===== config.mk =====
export PLATFORM = sky130hd
export DESIGN_NAME = pd_out_sequencer
export DESIGN_NICKNAME = d
export VERILOG_FILES = /design/src/rtl/pdseq_pkg.sv /design/src/rtl/pdseq_sync.sv /design/src/rtl/pdseq_edge.sv /design/src/rtl/pdseq_wake_timer.sv /design/src/rtl/pd_out_sequencer.sv
export SDC_FILE = /design/constraint.sdc
export NUM_CORES = 1
export LEC_CHECK = 0
export ABC_AREA = 1
export ABC_CLOCK_PERIOD_IN_PS = 3400
export BUFFER_PORTS_ARGS = -buffer_cell sky130_fd_sc_hd__buf_2
export CORE_ASPECT_RATIO = 0.7
export CORE_MARGIN = 2
export CORE_UTILIZATION = 51
export CTS_CLUSTER_DIAMETER = 80
export DETAILED_ROUTE_END_ITERATION = 12
export GPL_TIMING_DRIVEN = 0
export HOLD_SLACK_MARGIN = 0.1
export PLACE_DENSITY = 0.8
export SLEW_MARGIN = 40
export SYNTH_ARGS = -nofsm -noshare
export SYNTH_HDL_FRONTEND = slang
export SYNTH_HIERARCHICAL = 1
export SYNTH_SLANG_ARGS = --single-unit

===== constraint.sdc =====
create_clock -name clk -period 3.4 [get_ports clk]
set_input_delay 0.68 -clock clk [delete_from_list [all_inputs] [get_ports clk]]
set_output_delay 0.68 -clock clk [all_outputs]
set_load 0.005 [all_outputs]

===== src/rtl/pdseq_pkg.sv =====
package pdseq_pkg;

    typedef enum logic [1:0] {
        OUT_RUN  = 2'b00,
        OUT_LOW  = 2'b01,
        OUT_HIGH = 2'b10,
        OUT_HIZ  = 2'b11
    } out_code_e;

endpackage


===== src/rtl/pdseq_sync.sv =====
module pdseq_sync #(
    parameter int   STAGES  = 2,
    parameter logic RST_VAL = 1'b1
) (
    input  logic clk,
    input  logic rst_n,
    input  logic d,
    output logic q
);
    logic [STAGES-1:0] sh_q;

    always_ff @(posedge clk or negedge rst_n) begin
        if (!rst_n) sh_q <= {STAGES{RST_VAL}};
        else        sh_q <= {sh_q[STAGES-2:0], d};
    end

    assign q = sh_q[STAGES-1];
endmodule


===== src/rtl/pdseq_edge.sv =====
module pdseq_edge #(
    parameter int   W      = 1,
    parameter logic RISING = 1'b1
) (
    input  logic         clk,
    input  logic         rst_n,
    input  logic [W-1:0] lvl,
    output logic [W-1:0] hit
);
    logic [W-1:0] prev_q;

    always_ff @(posedge clk or negedge rst_n) begin
        if (!rst_n) prev_q <= '0;
        else        prev_q <= lvl;
    end

    for (genvar i = 0; i < W; i++) begin : g_bit
        if (RISING) begin : g_rise
            assign hit[i] = lvl[i] & ~prev_q[i];
        end else begin : g_fall
            assign hit[i] = ~lvl[i] & prev_q[i];
        end
    end
endmodule


===== src/rtl/pdseq_wake_timer.sv =====
module pdseq_wake_timer #(
    parameter int WAKE_TICKS = 3000
) (
    input  logic clk,
    input  logic rst_n,
    input  logic busy,
    input  logic tick,
    input  logic clr,
    output logic expired
);
    localparam int TW = $clog2(WAKE_TICKS + 1);

    logic [TW-1:0] cnt_d, cnt_q;
    logic          flag_d, flag_q;

    always_comb begin
        cnt_d  = cnt_q;
        flag_d = flag_q;
        if (!busy) begin
            cnt_d = '0;
        end else if (tick && cnt_q != TW'(WAKE_TICKS)) begin
            cnt_d = cnt_q + TW'(1);
        end
        if (busy && tick && cnt_q == TW'(WAKE_TICKS - 1)) flag_d = 1'b1;
        if (clr) flag_d = 1'b0;
    end

    always_ff @(posedge clk or negedge rst_n) begin
        if (!rst_n) begin
            cnt_q  <= '0;
            flag_q <= 1'b0;
        end else begin
            cnt_q  <= cnt_d;
            flag_q <= flag_d;
        end
    end

    assign expired = flag_q;
endmodule


===== src/rtl/pd_out_sequencer.sv =====
module pd_out_sequencer import pdseq_pkg::*; #(
    parameter int NDOM        = 5,
    parameter int QUAL_EDGES  = 2,
    parameter int SYNC_STAGES = 2,
    parameter int WAKE_TICKS  = 3000
) (
    input  logic              clk,
    input  logic              rst_n,
    input  logic              pd_n,
    input  logic              cpuc_lvl,
    input  logic [NDOM-1:0]   dom_lvl,
    input  logic              tri_a,
    input  logic              tri_b,
    input  logic              tick,
    output logic [NDOM-1:0]   gate_en,
    output logic [2*NDOM-1:0] dom_code,
    output logic              cpu_gate_en,
    output logic [1:0]        cpu_t_code,
    output logic [1:0]        cpu_c_code,
    output logic              shutdown_done,
    output logic              wake_timeout
);
    localparam int QW = $clog2(QUAL_EDGES + 1);

    typedef struct packed {
        logic [QW-1:0]   qual_cnt;
        logic [NDOM-1:0] stopped;
        logic            done;
    } seq_t;

    seq_t            seq_d, seq_q;
    logic            pd_sync;
    logic            pd_low_s;
    logic            cpuc_rise;
    logic [NDOM-1:0] dom_fall;
    logic [NDOM-1:0] armed;
    logic            qual_now;
    logic            wake_busy;

    pdseq_sync #(.STAGES(SYNC_STAGES), .RST_VAL(1'b1)) u_sync (
        .clk(clk), .rst_n(rst_n), .d(pd_n), .q(pd_sync)
    );
    assign pd_low_s = ~pd_sync;

    pdseq_edge #(.W(1), .RISING(1'b1)) u_cpuc_edge (
        .clk(clk), .rst_n(rst_n), .lvl(cpuc_lvl), .hit(cpuc_rise)
    );

    pdseq_edge #(.W(NDOM), .RISING(1'b0)) u_dom_edge (
        .clk(clk), .rst_n(rst_n), .lvl(dom_lvl), .hit(dom_fall)
    );

    assign qual_now = (seq_q.qual_cnt == QW'(QUAL_EDGES));

    for (genvar i = 0; i < NDOM; i++) begin : g_dom
        if (i == 0) begin : g_first
            assign armed[i] = qual_now;
        end else if (i == 1) begin : g_second
            assign armed[i] = seq_q.stopped[0];
        end else begin : g_rest
            assign armed[i] = seq_q.stopped[1];
        end
        assign dom_code[2*i +: 2] = seq_q.stopped[i] ? OUT_LOW : OUT_RUN;
    end

    always_comb begin
        seq_d = seq_q;
        if (!pd_low_s) begin
            seq_d.qual_cnt = '0;
        end else if (cpuc_rise && !qual_now) begin
            seq_d.qual_cnt = seq_q.qual_cnt + QW'(1);
        end
        for (int i = 0; i < NDOM; i++) begin
            if (qual_now) seq_d.stopped[i] = seq_q.stopped[i] | (armed[i] & dom_fall[i]);
            else          seq_d.stopped[i] = seq_q.stopped[i] & dom_lvl[i];
        end
        seq_d.done = qual_now & (&seq_q.stopped);
    end

    always_ff @(posedge clk or negedge rst_n) begin
        if (!rst_n) seq_q <= '0;
        else        seq_q <= seq_d;
    end

    assign wake_busy = ~qual_now & (|seq_q.stopped);

    pdseq_wake_timer #(.WAKE_TICKS(WAKE_TICKS)) u_timer (
        .clk(clk), .rst_n(rst_n), .busy(wake_busy), .tick(tick),
        .clr(qual_now), .expired(wake_timeout)
    );

    assign gate_en       = ~seq_q.stopped;
    assign cpu_gate_en   = ~qual_now;
    assign cpu_t_code    = qual_now ? ((tri_a | tri_b) ? OUT_HIZ : OUT_HIGH) : OUT_RUN;
    assign cpu_c_code    = qual_now ? ((tri_a | tri_b) ? OUT_HIZ : OUT_LOW)  : OUT_RUN;
    assign shutdown_done = seq_q.done;
endmodule


==> key figures, run 1 <==
STA
  • Final slew viol count: 0
  • Fmax: 452 MHz
  • Clock Skew: 0.00438 ns
  • TNS Setup: 0 ns
  • Slew margin rel.: between 50% and 60%
  • Final hold vios: 0
  • Setup violators final: 0
  • Crit path time final: 2.21 ns
  • Final Cycle Share: around two thirds
  • Tightest Pin Transition: 0.624 ns
  • Minimum hold slack: about 0.36 ns
  • Unrepaired setup endpoints after global routing: false

Synth
  • Synth warn: 6
  • Top post-synthesis cells by area: dfrtp_1 (41%), nand2_1 (11%), inv_1 (7.3%), buf_4 (5.9%), nand3_1 (5.2%)
  • Syn Std Cell Area: 1640 um2
  • Netlist cell types: 26
  • Cell taking the most area after synthesis: dfrtp_1
  • Post-synthesis cell count: slightly above 200
  • Syn Area/Cell: about 8 um2
  • Register area share after synthesis: between 40% and 50%
  • Yosys reg bits: 29
  • Post-synth top area share: around two fifths

Setup path
  • Worst-path cell chain: inv_1, ha_1, inv_1, nor2_1, buf_4, buf_2
  • Setup CP Type: register to output pin
  • Worst Path Required: around 2.7 ns
  • Crit-path leading delay family: buffers and inverters
  • WP data arrival: approximately 1.5 ns
  • CP Capture Type: output pin
  • Register-to-Register Path Depth: 10
  • Crit Reg-Reg Endpoint: u_timer/expired
  • Most used cell along the critical path: inv_1
  • CP Launch Type: register
  • Launch point of the worst reg-to-reg path: seq_q[6]
  • R2R setup slack: roughly 1.7 ns
  • Crit path largest cell delay: 0.38 ns
  • WP buf/inv: 4
  • Worst-path fanout max: 7
  • Slowest cell on the critical path: dfrtp_1

CTS
  • Reg clk slew, reported paths: around 0.070 ns
  • CTS sink cnt: 29
  • Post-CTS setup repair buffer count: 0
  • CTS tree: yes
  • Clock Latency Late Sink: ~0.28 ns
  • CTS Buf Count: 5
  • PostCTS Resize Cnt: 0
  • Clk buf depth: 2
  • CTS H-tree lvls: 2
  • CTS Hold Bufs: 0
  • CTS Root Cell: clkbuf_8

Detailed routing
  • Routed wire length: about 3200 um
  • Via count: 1365
  • Wire per inst: about 11 um
  • Post-DR vias/cell: between 4 and 5
  • ANT nets after route: 0
  • DRC violations left: 0
  • First-iteration detailed-routing DRC count: a little over 70
  • DR pass1 iterations: 4

Finish
  • N_diodes: 0
  • Post-layout nets: 260
  • Layout cells sized above 1: a little under 30%
  • Register area: about 730 um2
  • Filler cell count: ~250
  • Synth-to-Final Area Change: 17.6%
  • Fin util: 62.2%
  • Multi-input combinational cell area: just under 700 um2

GRT
  • GRT Total Usage: 20.0%
  • Largest net degree at the start of global routing: 30
  • Vias in the first global route: ~1.2k
  • Global-route wire length before repair: roughly 5500 um
  • Overflow after GRT: 0
  • Initial antenna violation count: 0

Min path
  • Hold Path Sink: u_sync/sh_q[1]
  • Worst min path class: register to register
  • Min-delay src: u_sync/sh_q[0]
  • Hold depth: 0

Placed design
  • I/O Buffers: 28
  • Placer Congestion: approximately 0.82
  • Dpl hpwl: approximately 2400 um

Die
  • Die width: around 72 um
  • Starting density of the core: ~53%
  • Die area: ~3700 um2
  • Die Height: about 50 um
  • Core area: around 3100 um2
  • IO Count: 34
  • Row count: 17

Status
  • Status: completed

Pwr
  • Maximum VDD drop: 273 uV
  • Cell Pwr Density: between 300 and 400 nW/um2
  • Leakage: slightly above 1 nW

Job
  • Max Cap Viol: 0
## synthesized netlist by cell type (all sizes together)
library cell  instances
nand3                18
o21ai                 9
dfstp                 2
nand4                11
nand2                51
ha                    4
nor3                  1
xnor2                 1
nand3b                1
dfrtp                27
inv                  32
buf                  15
a21o                  1
conb                  1
nor2                 26
clkinv                1
a21oi                 1
xor2                  3
## cell usage in the layout, fill, tap and decap left out, drive strengths merged, types with 4 or more instances in the layout
master and count:
buf 43, clkbuf 5, conb 5, dfrtp 27
ha 4, inv 32, nand2 51, nand3 18
nand4 11, nor2 26, o21ai 9
## sequential cells by signal (all words and copies together) (netlist names)
register and flops:
armed 2, seq_q 5, shutdown_done 1, u_cpuc_edge/prev_q 1
u_dom_edge/prev_q 5, u_sync/sh_q 2, u_timer/cnt_q 12, u_timer/expired 1
## cell type report
cell class,count,area share [%]
buffer,15,5.89
clock buffer,5,3.56
clock inverter,3,0.907
inverter,33,6.67
multi-input combinational,132,35.6
sequential,29,37.7
tap,38,2.46
timing repair buffer,28,7.25
## layer usage
layer,wire [um],track usage (%),share of wire (%)
met4,27,7.55,0.83
met3,129,5.33,4.0
met2,1470,30.2,45
met5,0,0,0
met1,1610,27.6,50
## worst reg2reg max path, delay by kind of cell (launching register included)
kind | cells | cell delay (ns)
AND/OR/NAND/NOR | 3 | 0.29
flip-flops | 1 | 0.34
buffers and inverters | 5 | 0.64
AO/OA/AOI/OAI | 1 | 0.13
adder cells (fa/ha/maj) | 1 | 0.22
## metrics by stage
| step | cell area, um2 | instances | worst slack (ns) | power [mW] |
|---|---|---|---|---|
| 3_3_place_gp | 1850 | 275 | 1.52 | 0.417 |
| 5_1_grt | 1930 | 283 | 0.987 | 0.722 |
| 2_1_floorplan | 1660 | 209 | 1.66 | 0.393 |
| 3_5_place_dp | 1850 | 275 | 1.49 | 0.419 |
| 4_1_cts | 1930 | 283 | 1.16 | 0.699 |
| 6_report | 1930 | 283 | 1.19 | 0.689 |
## logic make-up (layout without fill, tap and decap cells)
| family | Yosys count | in the layout | share of synthesized area [%] |
|---|---|---|---|
| AOI/OAI and AO/OA | 11 | 11 | 3.50 |
| xor gates and xnor gates | 4 | 4 | 2.13 |
| adders and majority gates | 4 | 4 | 3.05 |
| buffers and inverters | 48 | 84 | 14.8 |
| DFF | 29 | 29 | 44.3 |
| other | 1 | 5 | 0.228 |
| and+or+nand+nor | 108 | 108 | 32.0 |
## power by group
| part | switching (mW) | leakage [nW] | internal, mW |
|---|---|---|---|
| logic | 0.0294 | 0.609 | 0.0221 |
| clock network | 0.136 | 0.0439 | 0.141 |
| registers | 0.00388 | 0.383 | 0.357 |
| total | 0.169 | 1.04 | 0.520 |
## worst max-delay path by stage
stage,cells after the start,start,endpoint
after detailed placement,6,seq_q[6],cpu_t_code[0]
after floorplan,5,seq_q[6],cpu_t_code[0]
after global routing,6,seq_q[6],cpu_t_code[0]
after CTS,6,seq_q[6],cpu_t_code[0]
after global placement,6,seq_q[6],cpu_t_code[0]
final,6,seq_q[6],cpu_t_code[0]
No activity file was read; power rests on OpenSTA's default activity.
==> inputs of run 2 (changes only) <==
- ABC_CLOCK_PERIOD_IN_PS: 3400 -> 2090
- clock period: 3.4 -> 2.09 ns (I/O delays scaled with it)
==> key figures, run 2 (synthesis gave the netlist of run 1 again) <==
Status
  • Status: completed

Detailed routing
  • First-iteration detailed-routing DRC count: 71
  • Met3 WL: about 130 um
  • Via count: 1364
  • Max layer used: met4
  • Met2 routed WL: 1480 um
  • Routed wire length: approximately 3300 um
  • Metal-1 WL: roughly 1600 um
  • DR pass1 iterations: 4
  • DRC violations left: 0
  • Wire per inst: roughly 11 um
  • ANT nets after route: 0
  • Post-DR vias/cell: between 4 and 5

STA
  • Crit path time final: between 1.5 and 2 ns
  • Unrepaired setup endpoints after global routing: false
  • Tightest Pin Transition: 0.626 ns
  • Clock Skew: ~0.0045 ns
  • Final Cycle Share: 90.2%
  • Fmax: 531 MHz
  • Setup violators final: 0
  • TNS Setup: 0 ns
  • Final slew viol count: 0
  • Final hold vios: 0
  • Slew margin rel.: between 50% and 60%

Pwr
  • Cell Pwr Density: around 580 nW/um2
  • Total Power: around 1.1 mW
  • Leakage: ~1.0 nW
  • Maximum VDD drop: 445 uV

Setup path
  • Worst Path Required: around 1.7 ns
  • CP endpoint: cpu_t_code[0]
  • CP Capture Type: output pin
  • Most used cell along the critical path: inv_1
  • Crit path largest cell delay: 0.38 ns
  • CP Depth: 6
  • Register-to-Register Path Depth: 10
  • Launch point of the worst reg-to-reg path: seq_q[6]
  • Slowest cell on the critical path: dfrtp_1
  • CP startpoint: seq_q[6]
  • CP Launch Type: register
  • Setup CP Type: register to output pin
  • Crit-path leading delay family: buffers and inverters
  • Worst-path fanout max: 7
  • WP data arrival: about 1.5 ns
  • WP buf/inv: 4
  • Crit Reg-Reg Endpoint: u_timer/expired
  • R2R setup slack: around 0.4 ns
  • Worst-path cell chain: inv_1, ha_2, inv_1, nor2_1, buf_4, buf_2

Placed design
  • Dpl hpwl: approximately 2400 um
  • Placer Congestion: approximately 0.82
  • Dpl cells: between 200 and 300
  • I/O Buffers: 28
  • Placed cell areas: roughly 1800 um2

Finish
  • Non-filler instance count after layout: approximately 280
  • Filler cell count: 251
  • Most frequent cells in the layout: nand2_1 (46), inv_1 (32), buf_2 (29)
  • Fin util: between 60 and 70%
  • Top reg by flops: u_timer/cnt_q
  • Biggest registers after layout: u_timer/cnt_q: 12 flops, seq_q: 5 flops, u_dom_edge/prev_q: 5 flops
  • N_diodes: 0
  • Final instance area: between 1500 and 2000 um2
  • Layout cells sized above 1: 29.4%
  • Synth-to-Final Area Change: 17.7%
  • Post-layout nets: between 200 and 300
  • Max reg flops: 12
  • Most common cell after layout, fill and taps aside: nand2_1

Die
  • IO Count: 34
  • Starting density of the core: 52.9%
  • Die Height: between 50 and 60 um
  • Die width: between 70 and 80 um
  • Core area: ~3100 um2
  • Row count: 17
  • Die area: between 3000 and 4000 um2

GRT
  • Overflow after GRT: 0
  • Global-route wire length before repair: about 5500 um
  • Largest net degree at the start of global routing: 30
  • Vias in the first global route: ~1.2k
  • Initial antenna violation count: 0
  • GRT Total Usage: ~20%

CTS
  • Reg clk slew, reported paths: about 0.07 ns
  • Clock Latency Late Sink: between 0.2 and 0.3 ns
  • CTS tree: yes
  • Clk buf depth: 2
  • CTS sink cnt: 29
  • CTS Root Cell: clkbuf_8
  • CTS H-tree lvls: 2
  • Post-CTS setup repair buffer count: 0
  • CTS Buf Count: 5

Min path
  • Worst min path class: primary input to asynchronous set/reset pin

Job
  • Max Cap Viol: 0
==> run 2: cell counts in the layout (fill, tap and decap cells not counted) <==
No cell type changed its count.
==> run 2: how the worst min path moves through the flow <==
| stage | from | to | slack [ns] | cells past startpoint |
|---|---|---|---|---|
| final | rst_n | u_timer/cnt_q[0] | 0.15 | 1 |
| after global routing | rst_n | u_timer/cnt_q[7] | 0.21 | 1 |
| after CTS | rst_n | u_timer/cnt_q[0] | 0.18 | 1 |
| after detailed placement | u_sync/sh_q[0] | u_sync/sh_q[1] | 0.36 | 0 |
| after global placement | u_sync/sh_q[0] | u_sync/sh_q[1] | 0.35 | 0 |
| after floorplan | rst_n | armed[1] | 0.12 | 0 |
==> run 2: area by class of cell <==
type / count / area [um2] / area share, %
Buffer: 15 / 114 / 5.89
Clock buffer: 5 / 68.8 / 3.56
Clock inverter: 3 / 17.5 / 0.906
Inverter: 33 / 129 / 6.66
Multi-Input combinational cell: 132 / 689 / 35.6
Sequential cell: 29 / 728 / 37.6
Tap cell: 38 / 47.5 / 2.46
Timing Repair Buffer: 28 / 140 / 7.24
==> run 2: what timing repair did <==
item	in CTS	in global routing
endpoints found under the setup margin	0	1
hold buffers	0	0
gates resized for setup	0	1
==> run 2: metrics by stage <==
step | hold slack [ns] | setup WS, ns
after global routing | 0.206 | 0.0435
final | 0.153 | 0.206
after CTS | 0.178 | 0.117
after floorplan | 0.122 | 0.615
after detailed placement | 0.356 | 0.421
after global placement | 0.346 | 0.440
==> run 2: per-layer routing <==
metal / track usage [%] / vias to the layer above
met2: 30.2 / 27
met3: 5.33 / 2
met1: 27.6 / 636
met5: 0 / -
met4: 7.55 / 0
li1: - / 699
==> run 2: where the power goes <==
part	leakage, nW	switching (mW)	internal [mW]
clock network	0.0439	0.221	0.229
logic	0.607	0.0480	0.0361
registers	0.383	0.00630	0.580
==> inputs of run 3 (changes only) <==
- SETUP_SLACK_MARGIN: default -> 0.3
==> key figures, run 3 (synthesis gave the netlist of run 1 again) <==
CTS
  • CTS sink cnt: 29
  • CTS Buf Count: 5
  • Clk buf depth: 2
  • CTS Root Cell: clkbuf_8
  • Clock Latency Late Sink: 0.28 ns
  • Reg clk slew, reported paths: approximately 0.070 ns
  • CTS H-tree lvls: 2
  • CTS tree: yes

Die
  • Die area: 3700 um2
  • Starting density of the core: 52.9%
  • IO Count: 34
  • Die Height: just over 50 um
  • Row count: 17
  • Core area: 3110 um2
  • Die width: a little over 70 um

STA
  • Tightest Pin Transition: 0.633 ns
  • Setup violators final: 0
  • Final WS setup: about 0.37 ns
  • Clock Skew: roughly 0.0046 ns
  • Fmax: around 580 MHz
  • Final hold vios: 0
  • TNS Setup: 0 ns
  • Final Cycle Share: between 80 and 90%
  • Final slew viol count: 0
  • Crit path time final: 1.72 ns
  • Minimum hold slack: 0.158 ns
  • Slew margin rel.: ~58%
  • Unrepaired setup endpoints after global routing: true

Setup path
  • Register-to-Register Path Depth: 9
  • WP data arrival: approximately 1.3 ns
  • CP Capture Type: output pin
  • CP Launch Type: register
  • Worst Path Required: ~1.7 ns
  • Setup CP Type: register to output pin
  • Worst-path fanout max: 4

GRT
  • Largest net degree at the start of global routing: 30
  • Global-route wire length before repair: around 5500 um
  • GRT Total Usage: about a fifth
  • Vias in the first global route: roughly 1.2k
  • Initial antenna violation count: 0
  • Overflow after GRT: 0

Detailed routing
  • Via count: around 1.4k
  • DRC violations left: 0
  • ANT nets after route: 0
  • Post-DR vias/cell: 4.79
  • First-iteration detailed-routing DRC count: roughly 80
  • Routed wire length: about 3300 um
  • DR pass1 iterations: 4
  • Wire per inst: between 10 and 15 um

Finish
  • Biggest registers after layout: u_timer/cnt_q: 12 flops, seq_q: 5 flops, u_dom_edge/prev_q: 5 flops
  • Max reg flops: 12
  • N_diodes: 0
  • Most common cell after layout, fill and taps aside: nand2_1
  • Final instance area: 1980 um2
  • Layout cells sized above 1: a little under a third
  • Most frequent cells in the layout: nand2_1 (46), inv_1 (31), buf_2 (28)
  • Post-layout nets: roughly 260
  • Top reg by flops: u_timer/cnt_q
  • Filler cell count: around 250
  • Synth-to-Final Area Change: 20.7%

Pwr
  • Maximum VDD drop: 445 uV
  • Total Power: 1.13 mW
  • Leakage: approximately 1.1 nW
  • Cell Pwr Density: approximately 570 nW/um2

Placed design
  • I/O Buffers: 28
  • Placer Congestion: around 0.82
  • Dpl hpwl: 2400 um
  • Placed cell areas: 1850 um2
  • Dpl ws: ~0.42 ns

Status
  • Status: completed

Min path
  • Worst min path class: primary input to asynchronous set/reset pin

Job
  • Max Cap Viol: 0
[run 3: cell count changes in the layout (fill, tap and decap cells not counted), sizes merged]
cell,delta
buf,+4
[run 3: routing by layer]
metal,vias up,track usage (%),routed length (um)
li1,709,-,-
met1,626,27.6,1640
met2,38,30.2,1460
met3,2,5.33,168
met4,0,7.55,27
met5,-,0,0
[run 3: layout make-up]
class | count | area, um2 | share of cell area [%]
Buffer | 15 | 120 | 6.06
Inverter | 33 | 129 | 6.50
Clock buffer | 5 | 68.8 | 3.47
Timing Repair Buffer | 32 | 170 | 8.58
Tap cell | 38 | 47.5 | 2.40
Multi-Input combinational cell | 132 | 702 | 35.4
Clock inverter | 3 | 17.5 | 0.883
Sequential cell | 29 | 728 | 36.7
[run 3: critical path: stages, from the launching register on]
cell	delay [ns]
dfrtp_1	0.39
inv_2	0.10
ha_4	0.16
inv_1	0.06
nor2_2	0.11
buf_4	0.11
buf_2	0.09
[run 3: worst paths after layout]
kind,from,slack (ns),end
setup / recovery,seq_q[6],0.37,cpu_t_code[0]
hold / removal,rst_n,0.16,armed[2]
setup reg to reg,seq_q[7],0.48,u_timer/expired
hold reg to reg,u_sync/sh_q[0],0.36,u_sync/sh_q[1]
max in group asynchronous,rst_n,1.52,u_timer/cnt_q[3]
min in group clk,pd_n,0.24,u_sync/sh_q[0]
[run 3: metrics by stage]
step / util, % / cells
finish: 63.9 / 287
global placement: 59.4 / 275
global route: 63.9 / 287
CTS: 62.6 / 283
detailed placement: 59.4 / 275
floorplan: - / 209
[run 3: report_power, final]
part	internal, mW	switching, mW
logic	0.0416	0.0506
registers	0.580	0.00706
clock network	0.229	0.219
total	0.851	0.276
[run 3: timing repair]
item	4_1_cts	5_1_grt
hold buffers	0	0
endpoints found under the setup margin	2	3
resized for setup	3	4
setup buffers	0	4
pin swaps	0	0
